`src/rtl/rw_pkg.sv`:
```
package rw_pkg;

  typedef enum logic [1:0] {
    ST_IDLE,
    ST_PART,
    ST_PROC,
    ST_DIR
  } walk_st_e;

  // real page field of a leaf entry
  localparam logic [63:0] PAGE_FIELD_MASK = 64'h01ff_ffff_ffff_f000;

  // table base held in bits 59:12, 4 KiB aligned
  function automatic logic [63:0] tbl_base(input logic [63:0] w);
    return {4'b0, w[59:12], 12'h000};
  endfunction

  // directory base held in bits 59:8, 256-byte aligned
  function automatic logic [63:0] dir_base(input logic [63:0] w);
    return {4'b0, w[59:8], 8'h00};
  endfunction

endpackage

```
`src/rtl/rw_ctx_select.sv`:
```
module rw_ctx_select #(
  parameter int ID_W = 32
) (
  input  logic            hv,
  input  logic            pr,
  input  logic [1:0]      quad,
  input  logic [ID_W-1:0] lpid_reg,
  input  logic [ID_W-1:0] pid_reg,
  output logic [ID_W-1:0] eff_lpid,
  output logic [ID_W-1:0] eff_pid,
  output logic            bad_quad
);

  always_comb begin
    eff_lpid = hv ? '0 : lpid_reg;
    bad_quad = 1'b0;
    eff_pid  = pid_reg;
    if (hv && !pr) begin
      // upper two quadrants map to the kernel context
      if (quad[1]) eff_pid = '0;
    end else begin
      unique case (quad)
        2'b11:   eff_pid = '0;
        2'b00:   eff_pid = pid_reg;
        default: begin
          eff_pid  = '0;
          bad_quad = 1'b1;
        end
      endcase
    end
  end

endmodule

```
`src/rtl/rw_index_gen.sv`:
```
module rw_index_gen #(
  parameter int UW        = 7,
  parameter int MIN_WIDTH = 5
) (
  input  logic [63:0]   va,
  input  logic [63:0]   base,
  input  logic [4:0]    width,
  input  logic [UW-1:0] useful,
  output logic [63:0]   entry_addr,
  output logic          width_bad
);

  logic [UW-1:0] shift;
  logic [63:0]   idx;

  always_comb begin
    width_bad  = (int'(width) < MIN_WIDTH) || (UW'(width) > useful);
    shift      = useful - UW'(width);
    idx        = (va >> shift) & ((64'd1 << width) - 64'd1);
    entry_addr = base + (idx << 3);
  end

endmodule

```
`src/rtl/rw_leaf_merge.sv`:
```
module rw_leaf_merge
  import rw_pkg::*;
#(
  parameter int UW = 7
) (
  input  logic [63:0]   entry,
  input  logic [63:0]   va,
  input  logic [UW-1:0] remain,
  output logic [63:0]   real_out
);

  logic [63:0] pmask;

  always_comb begin
    pmask    = (64'd1 << remain) - 64'd1;
    real_out = ((entry & PAGE_FIELD_MASK) & ~pmask) | (va & pmask);
  end

endmodule

```
`src/rtl/radix_walker.sv`:
```
module radix_walker
  import rw_pkg::*;
#(
  parameter int ID_W        = 32,
  parameter int MAX_LEVELS  = 5,
  parameter int MIN_WIDTH   = 5,
  parameter int BASE_USEFUL = 31
) (
  input  logic            clk,
  input  logic            rst,
  input  logic            req_valid,
  input  logic [63:0]     req_addr,
  input  logic            req_is_fetch,
  input  logic            msr_hv,
  input  logic            msr_pr,
  input  logic            msr_ir,
  input  logic            msr_dr,
  input  logic [63:0]     ptcr,
  input  logic [ID_W-1:0] lpid_reg,
  input  logic [ID_W-1:0] pid_reg,
  output logic            busy,
  output logic            done,
  output logic            fault,
  output logic [63:0]     real_addr,
  output logic            mem_req_valid,
  input  logic            mem_req_ready,
  output logic [63:0]     mem_req_addr,
  input  logic            mem_rsp_valid,
  input  logic [63:0]     mem_rsp_data
);

  localparam int UW = $clog2(65);
  localparam int LW = $clog2(MAX_LEVELS + 1);
  localparam logic [LW-1:0] LAST_LVL = LW'(MAX_LEVELS - 1);

  walk_st_e        st_q;
  logic [63:0]     va_q;
  logic [ID_W-1:0] pid_q;
  logic [63:0]     base_q;
  logic [4:0]      width_q;
  logic [UW-1:0]   useful_q;
  logic [LW-1:0]   lvl_q;
  logic            wait_q;

  logic [ID_W-1:0] eff_lpid, eff_pid;
  logic            bad_quad;
  logic            real_mode;
  logic            accept;
  logic            rsp_take;
  logic [UW-1:0]   remain, tree_sz, nx_useful;
  logic [63:0]     nx_base, ent_addr, leaf_ra;
  logic [4:0]      nx_width;
  logic            w_bad;

  rw_ctx_select #(.ID_W(ID_W)) u_ctx (
    .hv       (msr_hv),
    .pr       (msr_pr),
    .quad     (req_addr[63:62]),
    .lpid_reg (lpid_reg),
    .pid_reg  (pid_reg),
    .eff_lpid (eff_lpid),
    .eff_pid  (eff_pid),
    .bad_quad (bad_quad)
  );

  always_comb begin
    real_mode = req_is_fetch ? !msr_ir : !msr_dr;
    accept    = (st_q == ST_IDLE) && req_valid;
    rsp_take  = wait_q && mem_rsp_valid;
    remain    = useful_q - UW'(width_q);
    tree_sz   = UW'({mem_rsp_data[62:61], mem_rsp_data[7:5]}) + UW'(BASE_USEFUL);
    nx_useful = (st_q == ST_PROC) ? tree_sz : remain;
    nx_base   = dir_base(mem_rsp_data);
    nx_width  = mem_rsp_data[4:0];
  end

  rw_index_gen #(.UW(UW), .MIN_WIDTH(MIN_WIDTH)) u_idx (
    .va         (va_q),
    .base       (nx_base),
    .width      (nx_width),
    .useful     (nx_useful),
    .entry_addr (ent_addr),
    .width_bad  (w_bad)
  );

  rw_leaf_merge #(.UW(UW)) u_leaf (
    .entry    (mem_rsp_data),
    .va       (va_q),
    .remain   (remain),
    .real_out (leaf_ra)
  );

  always_ff @(posedge clk) begin
    if (rst) begin
      st_q          <= ST_IDLE;
      va_q          <= '0;
      pid_q         <= '0;
      base_q        <= '0;
      width_q       <= '0;
      useful_q      <= '0;
      lvl_q         <= '0;
      wait_q        <= 1'b0;
      busy          <= 1'b0;
      done          <= 1'b0;
      fault         <= 1'b0;
      real_addr     <= '0;
      mem_req_valid <= 1'b0;
      mem_req_addr  <= '0;
    end else begin
      done <= 1'b0;
      if (mem_req_valid && mem_req_ready) begin
        mem_req_valid <= 1'b0;
        wait_q        <= 1'b1;
      end
      unique case (st_q)
        ST_IDLE: begin
          if (accept) begin
            va_q  <= req_addr;
            pid_q <= eff_pid;
            if (real_mode) begin
              done      <= 1'b1;
              fault     <= 1'b0;
              real_addr <= req_addr;
            end else if (bad_quad) begin
              done      <= 1'b1;
              fault     <= 1'b1;
              real_addr <= '0;
            end else begin
              busy          <= 1'b1;
              st_q          <= ST_PART;
              mem_req_valid <= 1'b1;
              mem_req_addr  <= tbl_base(ptcr) + 64'({eff_lpid, 4'b1000});
            end
          end
        end
        ST_PART: begin
          if (rsp_take) begin
            wait_q        <= 1'b0;
            st_q          <= ST_PROC;
            mem_req_valid <= 1'b1;
            mem_req_addr  <= tbl_base(mem_rsp_data) + 64'({pid_q, 4'b0000});
          end
        end
        ST_PROC: begin
          if (rsp_take) begin
            wait_q <= 1'b0;
            if (w_bad) begin
              st_q      <= ST_IDLE;
              busy      <= 1'b0;
              done      <= 1'b1;
              fault     <= 1'b1;
              real_addr <= '0;
            end else begin
              base_q        <= nx_base;
              width_q       <= nx_width;
              useful_q      <= nx_useful;
              lvl_q         <= '0;
              st_q          <= ST_DIR;
              mem_req_valid <= 1'b1;
              mem_req_addr  <= ent_addr;
            end
          end
        end
        ST_DIR: begin
          if (rsp_take) begin
            wait_q <= 1'b0;
            if (mem_rsp_data[63] && mem_rsp_data[62]) begin
              st_q      <= ST_IDLE;
              busy      <= 1'b0;
              done      <= 1'b1;
              fault     <= 1'b0;
              real_addr <= leaf_ra;
            end else if (!mem_rsp_data[63] || (lvl_q == LAST_LVL) || w_bad) begin
              st_q      <= ST_IDLE;
              busy      <= 1'b0;
              done      <= 1'b1;
              fault     <= 1'b1;
              real_addr <= '0;
            end else begin
              base_q        <= nx_base;
              width_q       <= nx_width;
              useful_q      <= nx_useful;
              lvl_q         <= lvl_q + 1'b1;
              mem_req_valid <= 1'b1;
              mem_req_addr  <= ent_addr;
            end
          end
        end
        default: st_q <= ST_IDLE;
      endcase
    end
  end

  AST_REAL_PASS: assert property (@(posedge clk) disable iff (rst)
    (accept && real_mode) |=> (done && !fault && real_addr == $past(req_addr)));
  AST_FAULT_NO_ADDR: assert property (@(posedge clk) disable iff (rst)
    (done && fault) |-> (real_addr == 64'd0));
  AST_DEPTH_BOUND: assert property (@(posedge clk) disable iff (rst)
    busy |-> (int'(lvl_q) < MAX_LEVELS));
  AST_REQ_ALIGNED: assert property (@(posedge clk) disable iff (rst)
    mem_req_valid |-> (mem_req_addr[2:0] == 3'b000));
  AST_REQ_HOLD: assert property (@(posedge clk) disable iff (rst)
    (mem_req_valid && !mem_req_ready) |=> (mem_req_valid && $stable(mem_req_addr)));
  AST_ONE_OUTSTANDING: assert property (@(posedge clk) disable iff (rst)
    wait_q |-> !mem_req_valid);
  AST_IDLE_QUIET: assert property (@(posedge clk) disable iff (rst)
    !busy |-> !mem_req_valid);

endmodule

```
`config.mk`:
```
export PLATFORM = sky130hd
export DESIGN_NAME = radix_walker
export DESIGN_NICKNAME = d
export VERILOG_FILES = /design/src/rtl/rw_pkg.sv /design/src/rtl/rw_ctx_select.sv /design/src/rtl/rw_index_gen.sv /design/src/rtl/rw_leaf_merge.sv /design/src/rtl/radix_walker.sv
export SDC_FILE = /design/constraint.sdc
export NUM_CORES = 1
export LEC_CHECK = 0
export BUFFER_PORTS_ARGS = -buffer_cell sky130_fd_sc_hd__buf_2
export CORE_UTILIZATION = 42
export CTS_BUF_LIST = sky130_fd_sc_hd__clkbuf_8
export DETAILED_ROUTE_END_ITERATION = 7
export SETUP_SLACK_MARGIN = 0.4
export SYNTH_ARGS = -nofsm -noshare
export SYNTH_HDL_FRONTEND = slang
export SYNTH_SLANG_ARGS = --single-unit
```
`constraint.sdc`:
```
create_clock -name clk -period 9.64 [get_ports clk]
set_clock_uncertainty 0.05 [all_clocks]
set_input_delay 2.892 -clock clk [delete_from_list [all_inputs] [get_ports clk]]
set_output_delay 2.892 -clock clk [all_outputs]
set_load 0.005 [all_outputs]
```
Word-level counts from Yosys, hierarchy flattened --
Cells that the tools add are included.
Word-level totals: output and inout bits 132, bits of input ports 266, register bits 246, word-level logic and storage cells 169
Cells by class: magnitude comparators 2, reductions and logical operators 24, equality and inequality tests 17, mux-type cells 96, bitwise gates (word level) 5, shift-type cells 3, add/subtract/negate cells 9
Operator list (number):
- $mux 64 | 17
- $pmux 64 s4 | 1
- $pmux 64 s3 | 1
- $mux 32 | 4
- $add 60x36->61 | 2
- $add 60x64->64 | 1
- $and 57x64->64 | 1
- $and 64x64->64 | 1
- $not 64->64 | 1
- $or 64x64->64 | 1
- $shl 1x7->64 const A | 1
- $shr 64x7->61 | 1
- $sub 64x1->64 const B | 1
- $and 61x61->61 | 1
- $shl 1x5->61 const A | 1
- $sub 61x1->61 const B | 1
- $mux 7 | 6
- $mux 1 | 40
- $mux 5 | 5
- $ne 2x2->1 const B | 10
- $mux 2 | 9
- $mux 3 | 5
- $pmux 7 s2 | 1
- $reduce_and 7->1 | 2
- 26 further kinds | 42

Longest topological paths before layout --
Gate-level depths: netlist of run 1.
depth after elaboration 10, gate-level depth with buffers 33, gate-level depth less buffers 29

Cells and area by module --
From an unflattened synthesis of run 1, not the netlist that was laid out.
Second synthesis, totals: cell total of the unflattened synthesis 3531, area total of the unflattened synthesis 25439.4 um2
Modules (own cells, without submodules):
- radix_walker | cells each 1834, area an instance 14078.5 um2, sequential area each 4924.7 um2, times used 1
- rw_index_gen | cells each 1224, area an instance 8000.2 um2, sequential area each 0.0 um2, times used 1
- rw_leaf_merge | cells each 321, area an instance 2099.5 um2, sequential area each 0.0 um2, times used 1
- rw_ctx_select | cells each 152, area an instance 1261.2 um2, sequential area each 0.0 um2, times used 1

Least setup slack after synthesis of run 1 --
OpenSTA, ideal clock, no wires.
kind input port to flip-flop, start input mem_rsp_data[5], end register mem_req_addr[59], path slack 0.722 ns, stages on the path 26, required time 9.460 ns, path buffers 3, data arrival time 8.738 ns, setup time 0.130 ns, path through inv_1 ha_1 mux2i_1 inv_1 fa_1 clkbuf_1 buf_2 clkbuf_1 mux2i_1 mux2i_1 nand2_1 and3_1 a211oi_1 a211oi_1 a2111oi_0 ha_1 a211oi_1 o21ai_1 a2111oi_1 o21bai_1 o211ai_1 o41ai_1 a221o_1 a31oi_1 xor2_1 o22ai_1
Between the ends: word-level cells in the longest chain between the ends 10, elaborated cells on any way between the ends 18, classes of those cells add/sub: 3; order compare: 1; eq/ne: 2; shift: 1; mux: 7; bitwise: 1; reduce/logical: 3
Ends and longest elaborated chain:
- start, declared | RTL line radix_walker.sv:29 | input logic [63:0] mem_rsp_data
- $add 5x5->6 (*) | RTL line radix_walker.sv:71 | tree_sz = UW'({mem_rsp_data[62:61], mem_rsp_data[7:5]}) + UW'(BASE_USEFUL);
- $mux 7 (*) | RTL line radix_walker.sv:72 | nx_useful = (st_q == ST_PROC) ? tree_sz : remain;
- net nx_useful[1] | RTL line radix_walker.sv:50 | logic [UW-1:0] remain, tree_sz, nx_useful;
- $sub 7x5->7 | RTL line rw_index_gen.sv:18 | shift = useful - UW'(width);
- $shr 64x7->61 | RTL line rw_index_gen.sv:19 | idx = (va >> shift) & ((64'd1 << width) - 64'd1);
- $and 61x61->61 | RTL line rw_index_gen.sv:19
- $add 60x64->64 | RTL line rw_index_gen.sv:20 | entry_addr = base + (idx << 3);
- $mux 64 | RTL line radix_walker.sv:173 | end else if (!mem_rsp_data[63] || (lvl_q == LAST_LVL) || w_bad) begin
- $mux 64 | RTL line radix_walker.sv:167 | if (mem_rsp_data[63] && mem_rsp_data[62]) begin
- $mux 64 | RTL line radix_walker.sv:165 | if (rsp_take) begin
- $pmux 64 s4 | RTL line radix_walker.sv:115 | unique case (st_q)
- end signal, assigned | RTL line radix_walker.sv:132 | mem_req_addr <= tbl_base(ptcr) + 64'({eff_lpid, 4'b1000});
- end signal, assigned | RTL line radix_walker.sv:160 | mem_req_addr <= ent_addr;
- end signal, assigned | RTL line radix_walker.sv:185 | mem_req_addr <= ent_addr;
- end, declared | RTL line radix_walker.sv:27 | output logic [63:0] mem_req_addr,
Mark *: on every way through the listed nets, which the timed path passes. The rest lies on a longest branch. The select of a mux whose other input is x is not followed. A chain may end at the register's enable or synchronous reset.

Worst setup path after layout of run 1 --
start input mem_rsp_data[5], end register mem_req_addr[55]
Same word-level chain as after synthesis.

==> results.sh, run 1 <==
export IMPL_firstDrtPassIters=8
export IMPL_ys_types=101
export IMPL_num_rows=85
export IMPL_globalRouteOverflowTotal=0
export IMPL_wl_met1_microns=46300
export IMPL_min_period_ns=9.07
export IMPL_tritoncts="built"
export IMPL_rsz0062_at_grt="no"
export IMPL_fin_crit_sh=0.940
export IMPL_timing_max_cap_violations=0
export IMPL_critPathCaptureType="flip-flop"
export IMPL_wire_per_inst_microns=26.1
export IMPL_synth_area_leaders="dfxtp_1 21%, nand2_1 7.7%, a21oi_1 6.8%"
export IMPL_max_freq_mhz=110
export IMPL_drv_slew=0
export IMPL_clkSlewWorstSetupHoldPaths_ns=0.06
export IMPL_cts_max_path_buffers=3
export IMPL_drive_gt1_frac=0.227
export IMPL_top_layer_used="met5"
export IMPL_clock_latency_ns=0.66
export IMPL_finalPower_mw=4.18
export IMPL_met2RoutedLength_microns=50800
export IMPL_grt_pass1_vias=25300
export IMPL_fin_area_sq_mm=0.0278
export IMPL_die_x_microns=236
export IMPL_p_leak_nw=12.0
export IMPL_syn_instance_count=3129
export IMPL_nets=3965
export IMPL_postPlaceCellArea_sq_mm=0.0268
export IMPL_place_ws_ns=-0.0470
export IMPL_root_buffer="clkbuf_8"
export IMPL_start_util=0.426
export IMPL_cp_max_fo=37
export IMPL_die_area_sq_mm=0.0556
export IMPL_cts_hold_buffers_added=0
export IMPL_grt_start_max_net_pins=100
export IMPL_synthArstFlopShare=0
export IMPL_synth_most_common_cell="nand2_1"
export IMPL_vias=27000
export IMPL_status="complete, no violations"
export IMPL_crit_family="compound AO/OA/AOI/OAI gates"
export IMPL_setup_slack_ns=0.575
export IMPL_cp_data_required_time_ns=10.15
export IMPL_cp_slowest_cell="fa_2"
export IMPL_ir_drop_mv=0.134
export IMPL_drc_errors=0
export IMPL_cts_inserted_buffers=44
export IMPL_cp_arrival_ns=9.58
export IMPL_ant_nets=0
export IMPL_start_kind="input port"
export IMPL_drtIter0Drc=2915
export IMPL_core_sq_mm=0.0539
export IMPL_postSynthAreaPerCell_sq_um=7.33
export IMPL_routed_via_density=6.26
export IMPL_grt_pass1_wl_microns=164000
export IMPL_tightest_slew_ns=1.38
export IMPL_port_buffers=377
export IMPL_synth_edf_count=0
export IMPL_ys_top_cells_by_count="468 x nand2_1, 333 x nor2_1, 312 x a21oi_1, 243 x dfxtp_1, 161 x clkbuf_1"
export IMPL_grt_usage=0.392
export IMPL_fillers=5376
export IMPL_synth_main_ff_cell="dfxtp_1"
export IMPL_cp_common_cell="mux2i_1"
export IMPL_wirelength_microns=113000
export IMPL_area_growth_pct=21.2
export IMPL_fp_dieH_microns=236
export IMPL_yosys_area_top_type_share=0.212
export IMPL_criticalPathCategory="input port to flip-flop"
export IMPL_place_gp_congestion=1.03
export IMPL_yosysTopAreaCell="dfxtp_1"
export IMPL_h_tree_depth=2
export IMPL_ys_warn_count=0
export IMPL_hp_class="flip-flop to flip-flop"
export IMPL_num_io_pins=398
export IMPL_setup_violations=0
export IMPL_post_dp_hpwl_microns=90300
export IMPL_critPathMaxStageDelay_ns=0.62
export IMPL_crit_buf_inv=9
export IMPL_max_slew_margin=0.0778
export IMPL_netlist_area_sq_mm=0.0229
export IMPL_wl_met3_microns=9040
export IMPL_power_density_mw_per_mm2=150
export IMPL_ys_ff_latch=243
export IMPL_cts_sinks=243
export IMPL_ys_seq_area_frac=0.212
export IMPL_antenna_found_initial=20
export IMPL_hold_violations=0
==> layout make-up <==
class,instances,area [sq um],area share
clock buffers,53,729,0.0262
flip-flops and latches,243,4870,0.175
diodes,11,27.5,0.000990
well taps,696,871,0.0313
multi-input cells,2640,17200,0.620
inverters,47,176,0.00635
repair buffers,602,3680,0.132
clock inverters,26,204,0.00734
==> routing by layer <==
layer  up-vias  global-route usage
li1      12400                   -
met1     12900               0.508
met2      1433               0.630
met3       265              0.0578
met4        10               0.202
met5         -                   0
==> kinds of logic (layout without fill, tap and decap cells) <==
logic type / Yosys count / after routing / synth area share
buffers and inverters: 265 / 728 / 0.0469
other: 1 / 31 / 0.000163
AO/OA/AOI/OAI: 978 / 978 / 0.280
multiplexers: 165 / 165 / 0.0996
flip-flops: 243 / 243 / 0.212
adder cells (fa/ha/maj): 121 / 121 / 0.0676
XOR/XNOR: 149 / 149 / 0.0569
AND/OR/NAND/NOR: 1207 / 1207 / 0.237
==> layout by cell type, fill, tap and decap left out, drive strengths merged, types with 47 or more instances in the layout <==
| cell type | instances |
|---|---|
| nor3 | 108 |
| a21oi | 314 |
| dfxtp | 243 |
| a22oi | 53 |
| ha | 116 |
| a211oi | 79 |
| clkbuf | 53 |
| buf | 602 |
| inv | 60 |
| nand3 | 67 |
| nand2 | 469 |
| xor2 | 58 |
| mux2i | 81 |
| o21ai | 171 |
| xnor2 | 91 |
| mux4 | 47 |
| nor2 | 333 |
==> timing repair <==
action,in CTS,in global routing
endpoints found under the hold margin,0,0
endpoints found under the setup margin,0,6
setup buffers,0,0
resized for setup,0,3
==> state kept, by name, summed over array words and instances (netlist names), 2 cells and up <==
signal	cells
pid_q	32
useful_q	7
real_addr	64
width_q	5
lvl_q	3
va_q	64
mem_req_addr	61
st_q	2
==> worst paths after layout <==
| kind | slack (ns) | cells past startpoint | start | end |
|---|---|---|---|---|
| worst max-delay path | 0.57 | 29 | mem_rsp_data[5] | mem_req_addr[55] |
| worst min-delay path | 0.41 | 2 | fault | fault |
| worst max register to register | 1.48 | 31 | width_q[0] | mem_req_addr[58] |
| worst min register to register | 0.41 | 2 | fault | fault |
==> per-stage QoR <==
step	hold slack [ns]	instances	util	TNS, ns
2_1_floorplan	0.386	3148	-	0
3_3_place_gp	0.390	4228	0.498	0
3_5_place_dp	0.397	4228	0.498	-0.0470
4_1_cts	0.411	4307	0.515	0
5_1_grt	0.434	4312	0.515	0
6_report	0.411	4318	0.516	0
==> worst reg2reg max path: cells and delay by family (launching register included) <==
family,cells,cell delay [ns]
simple gates,6,1.06
buf+inv,5,0.98
flops,1,0.35
fa+ha+maj,5,1.67
xor+xnor,1,0.33
compound gates,13,3.35
mux,1,0.25
==> power by group <==
part           leakage, nW  switching, mW  internal [mW]
Clock                0.527          0.495          0.581
Combinational         9.47           1.17          0.769
Sequential            1.99         0.0819           1.09
Total                 12.0           1.74           2.44
Note: power is estimated with default switching activity, not from simulation.
==> run 2, diff against run 1 <==
MAX_ROUTING_LAYER = met4   (was unset)
==> run 2 against run 1 <==
Net effect: cell count increased by 0.14%; die area unchanged; total power decreased by 1.2%; utilization increased by 0.11 points; non-clock buffer count increased by 13; global-route usage increased by 1.2 points; cell area increased by 0.21%; sequential share of layout area about the same; register-to-register slack improved by 0.13 ns; via count increased by 0.44%; worst hold slack got worse by 0.0010 ns; count of clock-buffer cells in the layout increased by 2; largest power group unchanged.
==> results.sh, run 2 (synthesis results as in run 1) <==
export IMPL_multi_input_area_sq_mm=0.0173
export IMPL_die_x_microns=236
export IMPL_ant_nets=0
export IMPL_setup_violations=0
export IMPL_criticalPathCategory="input port to flip-flop"
export IMPL_core_sq_mm=0.0539
export IMPL_clock_latency_ns=0.64
export IMPL_start_kind="input port"
export IMPL_die_area_sq_mm=0.0556
export IMPL_max_slew_margin=0.216
export IMPL_cp_max_fo=27
export IMPL_num_rows=85
export IMPL_top_layer_used="met4"
export IMPL_p_seq_frac=0.283
export IMPL_grt_pass1_wl_microns=164000
export IMPL_firstDrtPassIters=8
export IMPL_cp_data_required_time_ns=10.09
export IMPL_met2RoutedLength_microns=50900
export IMPL_antenna_found_initial=11
export IMPL_rsz0062_at_grt="no"
export IMPL_cts_hold_buffers_added=0
export IMPL_final_common_cell="nand2_1"
export IMPL_hold_violations=0
export IMPL_wl_met3_microns=8810
export IMPL_drv_slew=0
export IMPL_status="complete, no violations"
export IMPL_post_dp_hpwl_microns=90500
export IMPL_place_gp_congestion=1.05
export IMPL_wire_per_inst_microns=26.0
export IMPL_cts_max_path_buffers=3
export IMPL_layout_common_cells="467 x nand2_1, 376 x buf_2, 330 x nor2_1, 312 x a21oi_1, 241 x dfxtp_1"
export IMPL_wl_met1_microns=46200
export IMPL_min_period_ns=8.89
export IMPL_max_freq_mhz=113
export IMPL_grt_usage=0.403
export IMPL_r2r_cells=31
export IMPL_wirelength_microns=113000
export IMPL_port_buffers=377
export IMPL_cts_inserted_buffers=44
export IMPL_tightest_slew_ns=1.15
export IMPL_critPathMaxStageDelay_ns=0.62
export IMPL_regArea_sq_mm=0.00487
export IMPL_globalRouteOverflowTotal=0
export IMPL_whs_path_depth=2
export IMPL_fp_dieH_microns=236
export IMPL_p_leak_nw=12.0
export IMPL_cp_arrival_ns=9.33
export IMPL_p_int_mw=2.40
export IMPL_timing_max_cap_violations=0
export IMPL_setup_tns_final_ns=0
export IMPL_ir_drop_mv=0.144
export IMPL_drtIter0Drc=3062
export IMPL_cp_slowest_cell="fa_2"
export IMPL_h_tree_depth=2
export IMPL_area_growth_pct=21.4
export IMPL_grt_pass1_vias=25300
export IMPL_drive_gt1_frac=0.230
export IMPL_reg_largest_list="real_addr x64, va_q x64, mem_req_addr x61"
export IMPL_nets=3978
export IMPL_cts_sinks=243
export IMPL_holdWs_ns=0.410
export IMPL_power_density_mw_per_mm2=148
export IMPL_grt_start_max_net_pins=84
export IMPL_root_buffer="clkbuf_8"
export IMPL_drc_errors=0
export IMPL_power_frac_comb=0.468
export IMPL_num_io_pins=398
export IMPL_vias=27100
export IMPL_cp_common_cell="buf_4"
export IMPL_fin_crit_sh=0.922
export IMPL_tritoncts="built"
export IMPL_fillers=5445
export IMPL_hp_class="flip-flop to flip-flop"
export IMPL_start_util=0.426
export IMPL_routed_via_density=6.27
export IMPL_clkSlewWorstSetupHoldPaths_ns=0.06
export IMPL_p_sw_frac=0.420
export IMPL_clockPowerShare=0.249
export IMPL_critPathCaptureType="flip-flop"
export IMPL_switchingPower_mw=1.73
[run 2: cell count changes in the layout (fill, tap and decap cells not counted), moves of 2 or more]
| cell | change |
|---|---|
| a2111oi_0 | -2 |
| a2111oi_1 | +2 |
| diode_2 | -3 |
| clkbuf_8 | +2 |
| inv_1 | -5 |
| bufinv_16 | -2 |
| clkinvlp_4 | +2 |
| buf_4 | +13 |
[run 2: power groups by stage]
stage	combinational (mW)	clock (mW)	sequential (mW)
2_1_floorplan	1.09	0	1.16
3_3_place_gp	1.87	0	1.18
3_5_place_dp	1.88	0	1.19
4_1_cts	1.89	1.04	1.16
5_1_grt	2.06	1.08	1.17
6_report	1.93	1.03	1.17
[run 2: critical path: cells and delay by family]
| kind | cells | cell delay [ns] |
|---|---|---|
| compound gates | 11 | 2.31 |
| fa+ha+maj | 4 | 1.58 |
| buf+inv | 8 | 1.08 |
| mux | 3 | 0.88 |
| simple gates | 4 | 0.55 |
[run 2: worst paths after layout]
path	slack, ns	start	end
worst max register to register	1.61	useful_q[0]	mem_req_addr[55]
worst min-delay path	0.41	fault	fault
worst max-delay path	0.75	mem_rsp_data[5]	mem_req_addr[58]
worst min register to register	0.41	fault	fault
[run 2: repair_timing]
item,4_1_cts,5_1_grt
setup endpoints to repair,0,12
resized for setup,0,6
setup buffers,0,6
[run 2: per-stage QoR]
stage	util	area (sq um)	power (mW)	worst slack [ns]	instances
floorplan	-	23000	2.25	0.722	3148
global placement	0.499	26900	3.05	-0.109	4235
detailed placement	0.499	26900	3.06	-0.217	4235
CTS	0.515	27800	4.09	0.409	4310
global route	0.517	27900	4.31	0.429	4320
finish	0.517	27900	4.13	0.752	4324
[run 2: final cells by class]
cell class              instances  share of cell area
multi-input cells            2640               0.619
inverters                      47             0.00633
repair buffers                615               0.136
flip-flops and latches        243               0.175
clock buffers                  55              0.0272
well taps                     696              0.0313
clock inverters                20             0.00490
diodes                          8            0.000719
[run 2: per-layer routing]
metal	vias up	global-route usage
met4	0	0.211
met1	12900	0.510
li1	12400	-
met2	1471	0.634
met3	279	0.0450
met5	-	-
